### config.mk
export PLATFORM = sky130hd
export DESIGN_NAME = apb_tri_decoder
export DESIGN_NICKNAME = d
export VERILOG_FILES = /design/src/rtl/apb_tri_dec_pkg.sv /design/src/rtl/apb_win_match.sv /design/src/rtl/apb_rsp_mux.sv /design/src/rtl/apb_tri_decoder.sv
export SDC_FILE = /design/constraint.sdc
export NUM_CORES = 1
export LEC_CHECK = 0
export ABC_AREA = 1
export CAP_MARGIN = 40
export CORE_AREA = 2 2 94 96
export DETAILED_ROUTE_END_ITERATION = 7
export DIE_AREA = 0 0 96 98
export PLACE_DENSITY = 0.77
export SYNTH_ARGS = -nofsm -noshare
export SYNTH_HDL_FRONTEND = slang
export SYNTH_HIERARCHICAL = 1
export SYNTH_SLANG_ARGS = --single-unit
### constraint.sdc
create_clock -name vclk -period 1.1
set_input_delay 0.11 -clock vclk [all_inputs]
set_output_delay 0.11 -clock vclk [all_outputs]
set_load 0.03 [all_outputs]
### src/rtl/apb_tri_dec_pkg.sv
package apb_tri_dec_pkg;
  parameter int unsigned SLOT_N   = 3;
  parameter int unsigned ADDR_W   = 32;
  parameter int unsigned DATA_W   = 32;
  parameter int unsigned OFS_W    = 8;
  parameter int unsigned PAGE_W   = ADDR_W - OFS_W;
  parameter logic [PAGE_W-1:0] FIRST_PAGE = 24'h400500;
endpackage

### src/rtl/apb_win_match.sv
module apb_win_match
  import apb_tri_dec_pkg::*;
#(
  parameter int unsigned N_SLOT = SLOT_N,
  parameter int unsigned AW     = ADDR_W,
  parameter int unsigned OW     = OFS_W,
  parameter logic [AW-OW-1:0] BASE_PAGE = FIRST_PAGE
) (
  input  logic [AW-1:0]     addr,
  output logic [N_SLOT-1:0] hit
);
  localparam int unsigned PW = AW - OW;

  logic [PW-1:0] page;
  assign page = addr[AW-1:OW];

  // one comparator per window; windows are consecutive pages
  for (genvar k = 0; k < N_SLOT; k++) begin : g_win
    localparam logic [PW-1:0] PAGE_K = BASE_PAGE + PW'(k);
    assign hit[k] = (page == PAGE_K);
  end
endmodule

### src/rtl/apb_rsp_mux.sv
module apb_rsp_mux
  import apb_tri_dec_pkg::*;
#(
  parameter int unsigned N_SLOT = SLOT_N,
  parameter int unsigned DW     = DATA_W
) (
  input  logic [N_SLOT-1:0]    hit,
  input  logic [N_SLOT*DW-1:0] rdata_all,
  input  logic [N_SLOT-1:0]    ready_all,
  output logic [DW-1:0]        rdata,
  output logic                 ready
);
  // AND-OR mux: hit is one-hot or zero, so OR-ing masked slices is exact
  always_comb begin
    rdata = '0;
    ready = ~|hit;
    for (int k = 0; k < N_SLOT; k++) begin
      if (hit[k]) begin
        rdata = rdata | rdata_all[k*DW +: DW];
        ready = ready | ready_all[k];
      end
    end
  end
endmodule

### src/rtl/apb_tri_decoder.sv
module apb_tri_decoder
  import apb_tri_dec_pkg::*;
#(
  parameter int unsigned N_SLOT = SLOT_N,
  parameter int unsigned AW     = ADDR_W,
  parameter int unsigned DW     = DATA_W,
  parameter int unsigned OW     = OFS_W,
  parameter logic [AW-OW-1:0] BASE_PAGE = FIRST_PAGE
) (
  input  logic                 m_psel,
  input  logic                 m_penable,
  input  logic                 m_pwrite,
  input  logic [AW-1:0]        m_paddr,
  input  logic [DW-1:0]        m_pwdata,
  output logic [DW-1:0]        m_prdata,
  output logic                 m_pready,
  output logic [N_SLOT-1:0]    s_psel,
  output logic                 s_penable,
  output logic                 s_pwrite,
  output logic [OW-1:0]        s_paddr,
  output logic [DW-1:0]        s_pwdata,
  input  logic [N_SLOT*DW-1:0] s_prdata,
  input  logic [N_SLOT-1:0]    s_pready
);
  logic [N_SLOT-1:0] win_hit;

  apb_win_match #(
    .N_SLOT(N_SLOT), .AW(AW), .OW(OW), .BASE_PAGE(BASE_PAGE)
  ) u_match (
    .addr (m_paddr),
    .hit  (win_hit)
  );

  // the requester's select gates every completer select
  assign s_psel    = win_hit & {N_SLOT{m_psel}};
  assign s_penable = m_penable;
  assign s_pwrite  = m_pwrite;
  assign s_paddr   = m_paddr[OW-1:0];
  assign s_pwdata  = m_pwdata;

  apb_rsp_mux #(
    .N_SLOT(N_SLOT), .DW(DW)
  ) u_mux (
    .hit       (win_hit),
    .rdata_all (s_prdata),
    .ready_all (s_pready),
    .rdata     (m_prdata),
    .ready     (m_pready)
  );
endmodule

==> results of run 1 <==
==> cells by family after synthesis <==
group	synth area share
simple gates	0.616
buf+inv	0.384
==> power by group <==
group          internal, W  switching [W]  leakage, nW
clock network            0              0            0
registers                0              0            0
logic             0.000380       0.000164         2.01
==> per-layer routing <==
layer | part of all wire | GRT usage | vias up
li1 | - | - | 943
met1 | 0.29 | 0.123 | 947
met2 | 0.61 | 0.319 | 111
met3 | 0.093 | 0.0309 | 18
met4 | 0.010 | 0.0176 | 0
met5 | 0 | 0 | -
==> timing repair <==
| item | in CTS | in global routing |
|---|---|---|
| pin swaps | 10 | 34 |
| setup endpoints to repair | 36 | 36 |
| gates resized for setup | 192 | 79 |
| buffers inserted | 9 | 3 |
| cloned | 4 | 7 |
==> per-stage QoR <==
stage / TNS (ns) / area [sq um] / hold WS [ns] / worst slack, ns / cells
6_report: -15.16 / 3810 / 0.220 / -0.478 / 474
3_3_place_gp: -26.21 / 2960 / 0.220 / -0.763 / 457
5_1_grt: -17.02 / 3810 / 0.220 / -0.525 / 474
3_5_place_dp: -26.33 / 2960 / 0.220 / -0.779 / 457
4_1_cts: -14.12 / 3520 / 0.220 / -0.431 / 470
2_1_floorplan: -0.767 / 1610 / 0.352 / -0.0305 / 236
==> worst max path at each step <==
stage / from / endpoint / slack, ns / cells past startpoint
2_1_floorplan: m_paddr[17] / m_prdata[19] / -0.03 / 9
6_report: m_paddr[21] / m_pready / -0.48 / 14
3_5_place_dp: m_paddr[30] / m_pready / -0.78 / 14
3_3_place_gp: m_paddr[30] / m_prdata[26] / -0.76 / 12
4_1_cts: m_paddr[27] / m_prdata[19] / -0.43 / 13
5_1_grt: m_paddr[17] / m_pready / -0.53 / 14
==> cell type report <==
type / instances / area share
multi-input cells: 169 / 0.417
well taps: 108 / 0.0355
repair buffers: 184 / 0.534
inverters: 13 / 0.0128
==> layout by cell type (no fill, tap or decap), types with 7 or more instances in the layout <==
cell / n
nor2_2: 7
nand3_4: 32
buf_12: 13
nand2_1: 31
nor2_1: 9
buf_2: 11
inv_1: 7
clkdlybuf4s50_1: 100
buf_6: 49
nand2_2: 36
nand2_4: 45
==> summary.txt, run 1 <==
Run status
  – Status: finished with violations
  – Violations in the final reports: negative setup slack

Power and ir drop
  – Final Total Pwr: roughly 0.00054 W
  – Peak supply drop: 88.4 uV
  – Pleak: 2.01 nW
  – Power per cell area: 143 nW/um^2

Critical path
  – CP max-delay cell: buf_12
  – CP max FO: 6
  – Critical path class: input pin to output port
  – Worst EP required: 0.99 ns
  – Worst path max stage delay: 0.14 ns
  – Critical path's top delay family: simple AND/OR/NAND/NOR gates
  – Arr. time, crit path: 1.47 ns
  – CP endpoint kind: output port
  – Worst-path cell chain: buf_6 > nor2_2 > nand2_1 > nor2_2 > nand2_2 > buf_6 > nor2_4 > buf_12 > buf_12 > nand2_2 > nand2_1 > nor2_1 > nand2_2 > buf_6
  – Worst path buffer plus inverter count: 5
  – Startpoint types: input pin

Final layout
  – Combined area of the multi-input logic cells: 1590 sq um
  – Seq cells: 0
  – Fin util: 0.450
  – FF+latch area: 0 sq um
  – Fillers: about 800
  – Layout cells sized above 1: 0.596
  – # diodes: 0
  – P&R area growth vs syn: 193%
  – Clock buffers: 0
  – Net count, final: 534

Drt
  – Drt first pass iters: 4
  – Routed Antenna Nets: 0
  – DR vias/cell: 4.26
  – Detailed Route Iter0 Violations: 19
  – Drt wl/cell: between 15 and 20 um
  – WL final: approximately 8.2 mm
  – Drt drc: 0
  – DR vias: 2,019

Synth
  – Cells after synthesis: 236
  – Most common cell in the synthesized netlist: nand2_1
  – Yosys top cell by area: nand2_1
  – Post-synth top cells: nand2_1 (111), buf_4 (42), nand3_2 (23)
  – Mapped cell area: 1300 sq um
  – Netlist cell types: 9
  – Yosys warnings: 6
  – Share of the yosys chip area belonging to registers: 0
  – Syn_area_per_cell: 5.50 sq um
  – Post-Syn Nets: approximately 400
  – Top post-synthesis cells by area: nand2_1 (32%), buf_4 (24%), nand3_2 (18%)
  – Share of the synthesized area in the top cell type: 0.321

Global routing
  – Antenna violations before repair: 0
  – Number of global-route vias before repair: 2,161
  – Largest net degree at the start of global routing: 22
  – First-pass GRT wire length: 10.6 mm
  – Gr ovfl total: 0
  – All-Layer GR Usage: 0.143

Hold path
  – Hold Startpoint: m_paddr[2]
  – Hold Path Stages: 0
  – Hold Path Sink: s_paddr[2]
  – HP Class: input pin to output port

Placement
  – Hpwl dp: 5.68 mm
  – Gp weighted congestion: 0.790
  – PortBufs: 160

Die
  – Die Footprint: 9410 sq um
  – Die W: 96 um
  – Core footprint: ~8500 sq um
  – Starting Density: 0.153
  – Top Ports: 244
  – Die H: 98 um
  – Row Count: 34

STA
  – Final hold vios: 0
  – Setup ws final: -0.478 ns
  – Fmax: 634 MHz
  – Unrepaired setup endpoints after global routing: true
  – Final min period: 1.58 ns
  – Worst-Margin Slew: about 0.19 ns
  – Fin crit share: 1.43
  – Final setup fails: 36
  – Slew margin rel.: 0.875
  – Fin. max-slew vios: 0

Clock network
  – Cts hold-fix bufs: 0

Run
  – Max cap viols: 0
No activity file was read; power rests on OpenSTA's default activity.
==> run 2: changes to the inputs <==
--- a/config.mk
+++ b/config.mk
@@ -7,10 +7,10 @@
 export LEC_CHECK = 0
 export ABC_AREA = 1
 export CAP_MARGIN = 40
-export CORE_AREA = 2 2 94 96
+export CORE_AREA = 5 5 92 94
 export DETAILED_ROUTE_END_ITERATION = 7
-export DIE_AREA = 0 0 96 98
-export PLACE_DENSITY = 0.77
+export DIE_AREA = 0 0 97 99
+export PLACE_DENSITY = 0.84
 export SYNTH_ARGS = -nofsm -noshare
 export SYNTH_HDL_FRONTEND = slang
 export SYNTH_HIERARCHICAL = 1
==> run 2 against run 1 <==
Effect of this change:
- the run still ends with negative setup slack left
- hold slack is essentially flat
- combinational power grew 5.7%
- sequential cell count is the same
- first-iteration DRC count grew 68%
- utilization grew 7.9 points
- sequential share of layout area is the same
- cell area grew 5.1%
- critical path depth shrank 1
- via count grew 1.2%
- fmax grew 7.4%
- routed wire length grew 9.3%
- clock-buffer cell count is the same
- critical path type unchanged
- critical endpoint unchanged
==> summary.txt, run 2 (same netlist as run 1, synthesis figures left out) <==
Critical path
  – Critical path class: input pin to output port
  – Arr. time, crit path: 1.36 ns
  – CP max-delay cell: buf_6
  – CP max FO: 8
  – Worst path buffer plus inverter count: 4
  – Worst-path cell chain: buf_6 > nor2_2 > nand2_1 > nor2_2 > nand2_4 > nor2_4 > buf_6 > buf_12 > nand2_2 > nand2_2 > nor2_2 > nand2_2 > buf_6
  – Startpoint types: input pin
  – CP endpoint kind: output port
  – Critical path's top delay family: simple AND/OR/NAND/NOR gates
  – Worst EP required: roughly 0.99 ns
  – Worst path max stage delay: 0.15 ns

Die
  – Die Footprint: 9600 sq um
  – Top Ports: 244
  – Die H: 99 um
  – Row Count: 32
  – Starting Density: 0.172
  – Core footprint: 7570 sq um
  – Die W: 97 um

Hold path
  – HP Class: input pin to output port

Power and ir drop
  – Psw: 0.000182 W
  – Gate power share: 1.000
  – Pleak: 2.17 nW
  – Int Power: 0.000393 W
  – Power share of the clock group: 0
  – Peak supply drop: around 80 uV
  – Sw frac: 0.317
  – Power per cell area: 144 nW/um^2
  – Reg power frac: 0

Global routing
  – First-pass GRT wire length: 13.0 mm
  – Met3 Use GR: 0.0403
  – Met2 usage: 0.347
  – Gr ovfl total: 0
  – All-Layer GR Usage: 0.172
  – Number of global-route vias before repair: 2,268
  – Antenna violations before repair: 0
  – Grt met1 use: 0.178
  – Largest net degree at the start of global routing: 10
  – GRT Max-Usage Layer: met2

Final layout
  – FF+latch area: 0 sq um
  – Fin util: 0.529
  – Clock buffers: 0
  – Fillers: 651
  – Net count, final: roughly 540
  – Seq cells: 0
  – # diodes: 0
  – Commonest non-fill, non-tap cell in the layout: clkdlybuf4s50_1
  – Layout cells sized above 1: 0.635
  – Commonest non-fill, non-tap cells in the layout: clkdlybuf4s50_1 (100), nand2_4 (58), buf_6 (52)
  – Combined area of the multi-input logic cells: between 1500 and 2000 sq um
  – P&R area growth vs syn: 208%

Run
  – Max cap viols: 0

Run status
  – Violations in the final reports: negative setup slack
  – Status: finished with violations

Placement
  – PortBufs: 160
  – Hpwl dp: 5.66 mm
  – Pre-CTS setup slack: -0.781 ns
  – Gp weighted congestion: 0.889

STA
  – Slew margin rel.: 0.858
  – Final setup fails: 36
  – Worst-Margin Slew: roughly 0.21 ns
  – Final min period: 1.47 ns
  – Setup ws final: -0.369 ns
  – Fin crit share: 1.34
  – Unrepaired setup endpoints after global routing: true
  – WHS: 0.220 ns
  – Final hold vios: 0
  – Fin. max-slew vios: 0
  – Fmax: about 680 MHz

Drt
  – Detailed Route Iter0 Violations: 32
  – DR vias: about 2,000
  – DR vias/cell: between 4 and 5
  – WL final: 8.97 mm
  – Drt drc: 0
  – Drt first pass iters: 2
  – Routed Antenna Nets: 0
  – Drt wl/cell: 19.1 um

Clock network
  – Cts hold-fix bufs: 0
[run 2: stage by stage]
stage               setup TNS, ns  cell area [sq um]  cells  total power, W
CTS                        -14.08               3670    469        0.000499
finish                     -11.15               4000    469        0.000575
floorplan                  -0.767               1610    236        0.000308
global route               -13.94               4000    469        0.000605
detailed placement         -26.69               2930    450        0.000478
global placement           -25.24               2930    450        0.000472
[run 2: what timing repair did]
item                       CTS  global route
gates resized for setup    204           104
setup buffers               10             1
pin swaps                   42            40
cloned                      10             2
setup endpoints to repair   36            36
[run 2: area by class of cell]
class	instances	area share
Multi-Input combinational cell	169	0.426
Inverter	13	0.0122
Timing Repair Buffer	185	0.530
Tap cell	102	0.0319
[run 2: power by group through the flow]
| stage | Clock, W | Sequential (W) | Combinational [W] |
|---|---|---|---|
| 2_1_floorplan | 0 | 0 | 0.000308 |
| 3_3_place_gp | 0 | 0 | 0.000472 |
| 3_5_place_dp | 0 | 0 | 0.000478 |
| 4_1_cts | 0 | 0 | 0.000499 |
| 5_1_grt | 0 | 0 | 0.000605 |
| 6_report | 0 | 0 | 0.000575 |
[run 2: worst paths after layout]
path   startpoint          to  slack (ns)  cells past startpoint
max   m_paddr[17]    m_pready       -0.37                     13
min    m_paddr[7]  s_paddr[7]        0.22                      0
[run 2: layer usage]
layer	part of all wire	up-vias
li1	-	951
met1	0.33	936
met2	0.56	125
met3	0.071	32
met4	0.030	0
met5	0	-
==> run 3: changes to the inputs <==
--- a/config.mk
+++ b/config.mk
@@ -10,7 +10,7 @@
 export CORE_AREA = 5 5 92 94
 export DETAILED_ROUTE_END_ITERATION = 7
 export DIE_AREA = 0 0 97 99
-export PLACE_DENSITY = 0.84
+export PLACE_DENSITY = 0.75
 export SYNTH_ARGS = -nofsm -noshare
 export SYNTH_HDL_FRONTEND = slang
 export SYNTH_HIERARCHICAL = 1
==> run 3 against run 2 <==
Effect of this change:
- the flow still finishes with violations (negative setup slack)
- cell area down 8.4%
- combinational power down 11%
- critical path depth down 1
- hold slack unchanged
- global-route usage down 2.6 points
- worst setup slack worse by 0.0090 ns
- die area unchanged
- critical path type unchanged
- highest routed layer unchanged
==> summary.txt, run 3 (same netlist as run 1, synthesis figures left out) <==
Final layout
  – P&R area growth vs syn: 182%
  – Commonest non-fill, non-tap cell in the layout: clkdlybuf4s50_1
  – Net count, final: 531
  – # diodes: 0
  – FF+latch area: 0 sq um
  – Seq cells: 0
  – Commonest non-fill, non-tap cells in the layout: clkdlybuf4s50_1 (100), nand2_2 (51), buf_6 (40)
  – Layout cells sized above 1: 0.590
  – Design area: between 3000 and 4000 sq um
  – Clock buffers: 0

Global routing
  – Antenna violations before repair: 0
  – Gr ovfl total: 0
  – Number of global-route vias before repair: between 2,000 and 2,500
  – All-Layer GR Usage: 0.146
  – Largest net degree at the start of global routing: 21
  – First-pass GRT wire length: 11.5 mm

STA
  – Fin. max-slew vios: 0
  – Setup ws final: -0.378 ns
  – Final hold vios: 0
  – WHS: 0.220 ns
  – Setup_tns: -11.36 ns
  – Fmax: 677 MHz
  – Unrepaired setup endpoints after global routing: true
  – Fin crit share: 1.34
  – Slew margin rel.: 0.876
  – Final min period: roughly 1.5 ns
  – Worst-Margin Slew: about 0.18 ns
  – Final setup fails: 36

Die
  – Core footprint: between 7000 and 8000 sq um
  – Die H: roughly 100 um
  – Row Count: 32
  – Die W: 97 um
  – Die Footprint: between 9000 and 10,000 sq um
  – Starting Density: 0.172
  – Top Ports: 244

Critical path
  – Worst EP required: 0.99 ns
  – CP startpoint: m_paddr[28]
  – CP max FO: 6
  – Startpoint types: input pin
  – Critical path class: input pin to output port
  – CP endpoint kind: output port
  – Arr. time, crit path: about 1.4 ns

Hold path
  – HP Class: input pin to output port
  – Hold Path Stages: 0
  – Hold Startpoint: m_paddr[3]
  – Hold Path Sink: s_paddr[3]

Drt
  – Drt drc: 0
  – Detailed Route Iter0 Violations: 23
  – WL final: 7.91 mm
  – Drt first pass iters: 4
  – DR vias: between 1,500 and 2,000
  – DR vias/cell: 4.22
  – Drt wl/cell: 17.0 um
  – Routed Antenna Nets: 0

Clock network
  – Cts hold-fix bufs: 0

Power and ir drop
  – Peak supply drop: between 60 and 70 uV
  – Power per cell area: approximately 140 nW/um^2
  – Pleak: 1.88 nW

Placement
  – Gp weighted congestion: 0.865
  – PortBufs: 160
  – Hpwl dp: between 5 and 6 mm
  – Post-DP Area: between 2000 and 3000 sq um

Run status
  – Status: finished with violations
  – Violations in the final reports: negative setup slack

Run
  – Max cap viols: 0
## run 3: cell types whose count changed in the layout (fill, tap and decap cells not counted), sizes merged
cell / before / now
buf: 81 / 76
clkdlybuf4s15: 0 / 1
## run 3: area by class of cell
class                           count  area [sq um]
Timing Repair Buffer              181          1990
Fill cell                         692          3900
Inverter                           13          48.8
Multi-Input combinational cell    169          1500
Tap cell                          102           128
## run 3: critical path, cell delays in order
cell and delay (ns):
buf_6 0.09, nor2_2 0.09, nand2_1 0.07, nor2_2 0.15, nand2_4 0.10, nor2_4 0.15, buf_12 0.14, clkbuf_16 0.16
nor2_1 0.05, nand2_1 0.07, nand2_2 0.05, buf_6 0.13
## run 3: repair_timing
| item | CTS | global route |
|---|---|---|
| setup endpoints to repair | 36 | 36 |
| pin swaps | 10 | 20 |
| resized for setup | 174 | 80 |
| cloned | 4 | 5 |
| buffers inserted | 6 | 2 |
## run 3: metrics by stage
stage,total power (W),instances,setup WS [ns],util
floorplan,0.000308,236,-0.0305,-
global placement,0.000468,451,-0.774,0.390
detailed placement,0.000472,451,-0.790,0.390
CTS,0.000474,461,-0.389,0.441
global route,0.000542,465,-0.469,0.484
finish,0.000512,465,-0.378,0.484
## run 3: how the worst max path moves through the flow
stage | endpoint | slack (ns) | cells past startpoint
2_1_floorplan | m_prdata[19] | -0.03 | 9
3_3_place_gp | m_prdata[3] | -0.77 | 11
3_5_place_dp | m_prdata[16] | -0.79 | 11
4_1_cts | m_prdata[30] | -0.39 | 11
5_1_grt | m_pready | -0.47 | 13
6_report | m_pready | -0.38 | 12
## run 3: metal layers
metal | routed length (um) | track usage | vias to the layer above
li1 | - | - | 937
met1 | 2570 | 0.147 | 887
met2 | 4360 | 0.295 | 128
met3 | 823 | 0.0502 | 12
met4 | 146 | 0.0184 | 0
met5 | 0 | 0 | -
## run 3: where the power goes
| group | switching [W] | total [W] | internal, W | leakage, nW |
|---|---|---|---|---|
| combinational | 0.000141 | 0.000512 | 0.000371 | 1.88 |
| sequential | 0 | 0 | 0 | 0 |
| clock | 0 | 0 | 0 | 0 |
| total | 0.000141 | 0.000512 | 0.000371 | 1.88 |
